File: src/rtl/pll_postdiv_tree.sv
module pll_postdiv_tree #(
  parameter int PRE_W    = 4,
  parameter int PIX_W    = 8,
  parameter int BYTE_LOG = 2
) (
  input  logic             vco_clk,
  input  logic             rst_n,
  input  logic [PRE_W-1:0] pre_div_cfg,
  input  logic [PIX_W-1:0] pix_div_cfg,
  input  logic             byte_path_sel,
  output logic             byte_clk,
  output logic             pix_clk
);

  localparam int HW = PIX_W + 1;

  // byte path: programmable pre-divider, halving stage, fixed divide-by-4
  logic [PRE_W-1:0]    pre_cnt, pre_cur;
  logic                pre_tick, half_q;
  logic                sel_cur, sel_edge, byte_q;
  logic [BYTE_LOG-1:0] bcnt, bcnt_nx;

  assign pre_tick = (pre_cnt == pre_cur);
  assign sel_edge = sel_cur ? (pre_tick & ~half_q) : 1'b1;
  assign bcnt_nx  = bcnt + BYTE_LOG'(1);

  always_ff @(posedge vco_clk or negedge rst_n) begin
    if (!rst_n) begin
      pre_cnt <= '0;
      pre_cur <= '0;
      half_q  <= 1'b0;
    end else if (pre_tick) begin
      pre_cnt <= '0;
      pre_cur <= pre_div_cfg;
      half_q  <= ~half_q;
    end else begin
      pre_cnt <= pre_cnt + PRE_W'(1);
    end
  end

  always_ff @(posedge vco_clk or negedge rst_n) begin
    if (!rst_n) begin
      bcnt    <= '1;
      byte_q  <= 1'b0;
      sel_cur <= 1'b0;
    end else if (sel_edge) begin
      bcnt   <= bcnt_nx;
      byte_q <= ~bcnt_nx[BYTE_LOG-1];
      if (&bcnt) sel_cur <= byte_path_sel;
    end
  end

  assign byte_clk = byte_q;

  // pixel path: wide programmable divider with pass-through at zero
  logic [PIX_W-1:0] pix_cnt, pix_cur;
  logic [HW-1:0]    pix_hi, pix_nx;
  logic             pix_tick, pix_q, run;

  assign pix_tick = (pix_cnt == pix_cur);
  assign pix_hi   = ({1'b0, pix_cur} + HW'(2)) >> 1;
  assign pix_nx   = {1'b0, pix_cnt} + HW'(1);

  always_ff @(posedge vco_clk or negedge rst_n) begin
    if (!rst_n) begin
      pix_cnt <= '0;
      pix_cur <= '0;
      pix_q   <= 1'b0;
      run     <= 1'b0;
    end else begin
      run <= 1'b1;
      if (pix_tick) begin
        pix_cnt <= '0;
        pix_cur <= pix_div_cfg;
        pix_q   <= 1'b1;
      end else begin
        pix_cnt <= pix_nx[PIX_W-1:0];
        pix_q   <= (pix_nx < pix_hi);
      end
    end
  end

  assign pix_clk = run & ((pix_cur == '0) ? vco_clk : pix_q);

endmodule

File: config.mk
export PLATFORM = sky130hd
export DESIGN_NAME = pll_postdiv_tree
export DESIGN_NICKNAME = d
export VERILOG_FILES = /design/src/rtl/pll_postdiv_tree.sv
export SDC_FILE = /design/constraint.sdc
export NUM_CORES = 1
export LEC_CHECK = 0
export BUFFER_PORTS_ARGS = -buffer_cell sky130_fd_sc_hd__buf_4
export CAP_MARGIN = 25
export CORE_ASPECT_RATIO = 1.5
export CORE_MARGIN = 5
export CORE_UTILIZATION = 40
export DETAILED_ROUTE_END_ITERATION = 6
export PLACE_DENSITY = 0.62
export SLEW_MARGIN = 0
export SYNTH_ARGS = -nofsm -noshare
export SYNTH_HDL_FRONTEND = slang
export SYNTH_SLANG_ARGS = --single-unit
File: constraint.sdc
create_clock -name vco_clk -period 2.2 [get_ports vco_clk]
set_input_delay 0.33 -clock vco_clk [delete_from_list [all_inputs] [get_ports vco_clk]]
set_output_delay 0.33 -clock vco_clk [all_outputs]
set_load 0.01 [all_outputs]
==> results.ini <==
[sta]
setup_viol = 0
rsz0062_at_grt = false
worst_slack_ns = 0.142
slew_violations = 0
hold-worst-slack_ns = 0.164
totalNegativeSetupSlack_ns = 0
final_period_minus_worst_setup_slack_ns = 2.06
hold_violations = 0
worst_clock_skew_ns = 0.00776
share_of_the_cycle_needed_by_the_critical_path_after_routing_pct = 93.5
fmax_ghz = 0.486

[synthesis]
synth_cell_type_count = 37
synthTopCellsByArea = sky130_fd_sc_hd__dfrtp_1, sky130_fd_sc_hd__xnor2_1, sky130_fd_sc_hd__ha_1
share_of_yosys_cell_area_claimed_by_the_top_area_cell_type_pct = 42.7
largest_family_of_logic_cells_by_synthesized_area = XOR/XNOR gates
synthSimpleGateAreaFrac_pct = 14.1
syn-instance-count = 142
synth-compound-area-share_pct = 5.53
synth_top_cell_by_area = sky130_fd_sc_hd__dfrtp_1
postSynthRegisterBits = 31
post_synth_xor_area_fraction_pct = 15.4
synth_area_mm2 = 0.00170
yosys.area_share.adder_pct = 7.37
synth.yosys.seq_area_share_pct = 45.8
yosysWarnings = 0
syn_nets = 167
mux_share_of_post_synthesis_cell_area_pct = 9.06
synthesis.area_per_instance_um2 = 12.0

[clocking]
clock_latency_ns = 0.39
post-cts-setup-buffers = 0
postCtsResizedCells = 0
tritoncts = yes
clk_pin_slew_ns = 0.07

[worst_setup_path]
crit_path_max_delay_cell_type = sky130_fd_sc_hd__dfrtp_1
cells_traversed_along_the_worst_timing_path = nor4_1, nand3_1, a21boi_0, buf_4
crit-reg2reg-capture = pix_q
setup.reg_to_reg.worst_slack_ns = 0.19
critical_path.startpoint_type = flip-flop
crit_path_max_fanout = 8
worst_r2r_startpoint = pix_cur[3]
cp_slowest_stage_delay_ns = 0.48
critical_path_buf_inv_count = 1
arrival_ns = 1.73
worstSetupPathType = flip-flop to output pin
cp-startpoint = pix_cur[1]
cp_data_required_time_ns = 1.87
type_of_element_capturing_the_critical_path = output pin
critPathTopFamily = simple AND/OR/NAND/NOR gates
rr_worst_depth = 9

[drt]
drt-wirelength-per-cell_um = 14.7
drt_first_pass_iters = 5
drtAntennaViolNets = 0
route.detailed.vias_per_inst = 5.19
routed-via-count = 1115
drt_iter0_markers = 35
post-route-drc-count = 0
route.final.wire_length_mm = 3.15

[global_route]
global_route.usage.total_pct = 12.5
number_of_global_route_vias_before_repair = 1275
global_route_wire_length_before_repair_mm = 5.51
grt_antenna_before_repair = 0
grt-ovfl-total = 0
largest_net_degree_at_the_start_of_global_routing = 32

[final_layout]
synthToLayoutAreaGrowth_pct = 18.3
number_of_standard_cells_in_the_layout_taps_in_and_fillers_out = 215
insertedDiodeCount = 0
final_core_util_pct = 48.1
multiInputGateArea_um2 = 878
seq_area_um2 = 778
nNetsFinal = 193
fillCellCount = 373
drive_above_1_share_pct = 27.8

[worst_hold_path]
worstHoldPathType = primary input to flip-flop
hold-path-cell-count = 2
hold_path.startpoint = pix_div_cfg[0]
hold_path_end = pix_cur[0]

[floorplanning]
floorplan_die_area_mm2 = 0.00567
core_ar_mm2 = 0.00417
die_span_y_um = 89.8
std_cell_rows = 29
chipWidth_um = 63.2
ioPinCount = 17
floorplan.initialDensity_pct = 40.7

[power]
power_per_cell_area_mw_per_mm2 = 1580
worst_vdd_drop_mv = 1.14
p_leak_nw = 0.860

[place]
port_buffers = 16
dp_slack_ns = 0.208
place_inst = 203
hpwlAfterDp_mm = 2.29
gpl.final_weighted_congestion = 0.788

[run]
cap_violations = 0

[status]
status = completed

worst max-delay path by stage:
stage	endpoint	cells after the start
3_3_place_gp	pix_q	9
5_1_grt	pix_clk	4
4_1_cts	pix_clk	4
3_5_place_dp	pix_q	9
2_1_floorplan	pix_q	10
6_report	pix_clk	4
cells in the mapped netlist (all sizes together):
cell and n:
o21ai 1, nand3 9, dfstp 2, and2b 1, inv 2, a211oi 1
a311o 1, nand2 4, o211ai 1, mux2 13, nor4 3, o22ai 1
xnor2 19, buf 3, nand2b 1, dfrtp 29, o31ai 1, nor2b 8
conb 1, a21oi 2, and2 1, nor2 5, nand4 5, xor2 10
and3 2, a21o 1, and4 1, ha 10, a31oi 1, a21boi 3
final cells by class:
cell class | instances | area share [%]
multi-input cells | 106 | 43.7
flip-flops and latches | 31 | 38.8
clock buffers | 12 | 7.41
repair buffers | 18 | 6.85
inverters | 2 | 0.374
well taps | 46 | 2.87
power breakdown:
| part | internal (W) | switching, W | leakage, nW | total, W |
|---|---|---|---|---|
| Sequential | 0.000861 | 0.000360 | 0.362 | 0.00122 |
| Combinational | 0.000724 | 0.000590 | 0.418 | 0.00131 |
| Clock | 0.000409 | 0.000236 | 0.0806 | 0.000645 |
| Total | 0.00199 | 0.00119 | 0.860 | 0.00318 |
flip-flops by register name (all words and copies together), names as in the netlist, 2 cells and up:
name,count
bcnt,2
pre_cur,4
pix_cnt,8
pre_cnt,4
pix_cur,8
layout by cell type (no fill, tap or decap), types with 4 or more instances in the layout:
cell type and count:
sky130_fd_sc_hd__dfrtp_1 29, sky130_fd_sc_hd__xnor2_1 18, sky130_fd_sc_hd__buf_4 18, sky130_fd_sc_hd__xor2_1 10, sky130_fd_sc_hd__mux2_2 10, sky130_fd_sc_hd__ha_1 10
sky130_fd_sc_hd__clkbuf_8 10, sky130_fd_sc_hd__nand3_1 9, sky130_fd_sc_hd__nor2b_1 8, sky130_fd_sc_hd__nand4_1 4, sky130_fd_sc_hd__nand2_1 4, sky130_fd_sc_hd__nor2_1 4
logic make-up (layout without fill, tap and decap cells):
kind of cell | count (synthesis) | after routing
AOI/OAI and AO/OA | 13 | 13
xor gates and xnor gates | 29 | 29
adders and majority gates | 10 | 10
buffers and inverters | 5 | 32
DFF | 31 | 31
muxes | 13 | 13
other | 1 | 1
and+or+nand+nor | 40 | 40
routing by layer:
metal / vias up / GRT usage [%] / part of all wire (%)
met3: 11 / 4.74 / 4.4
met2: 26 / 20.0 / 52
met1: 527 / 12.9 / 40
met5: - / 0 / 0
met4: 0 / 9.36 / 3.9
li1: 551 / - / -
timing repair:
| item | 4_1_cts | 5_1_grt |
|---|---|---|
| hold buffers | 1 | 0 |
| endpoints found under the hold margin | 29 | 0 |
| setup endpoints to repair | 0 | 0 |
through the flow:
step | total power [W] | area, µm²
2_1_floorplan | 0.00222 | 1700
3_3_place_gp | 0.00251 | 1860
3_5_place_dp | 0.00256 | 1860
4_1_cts | 0.00323 | 2010
5_1_grt | 0.00344 | 2010
6_report | 0.00318 | 2010
No activity file was read; power rests on OpenSTA's default activity.
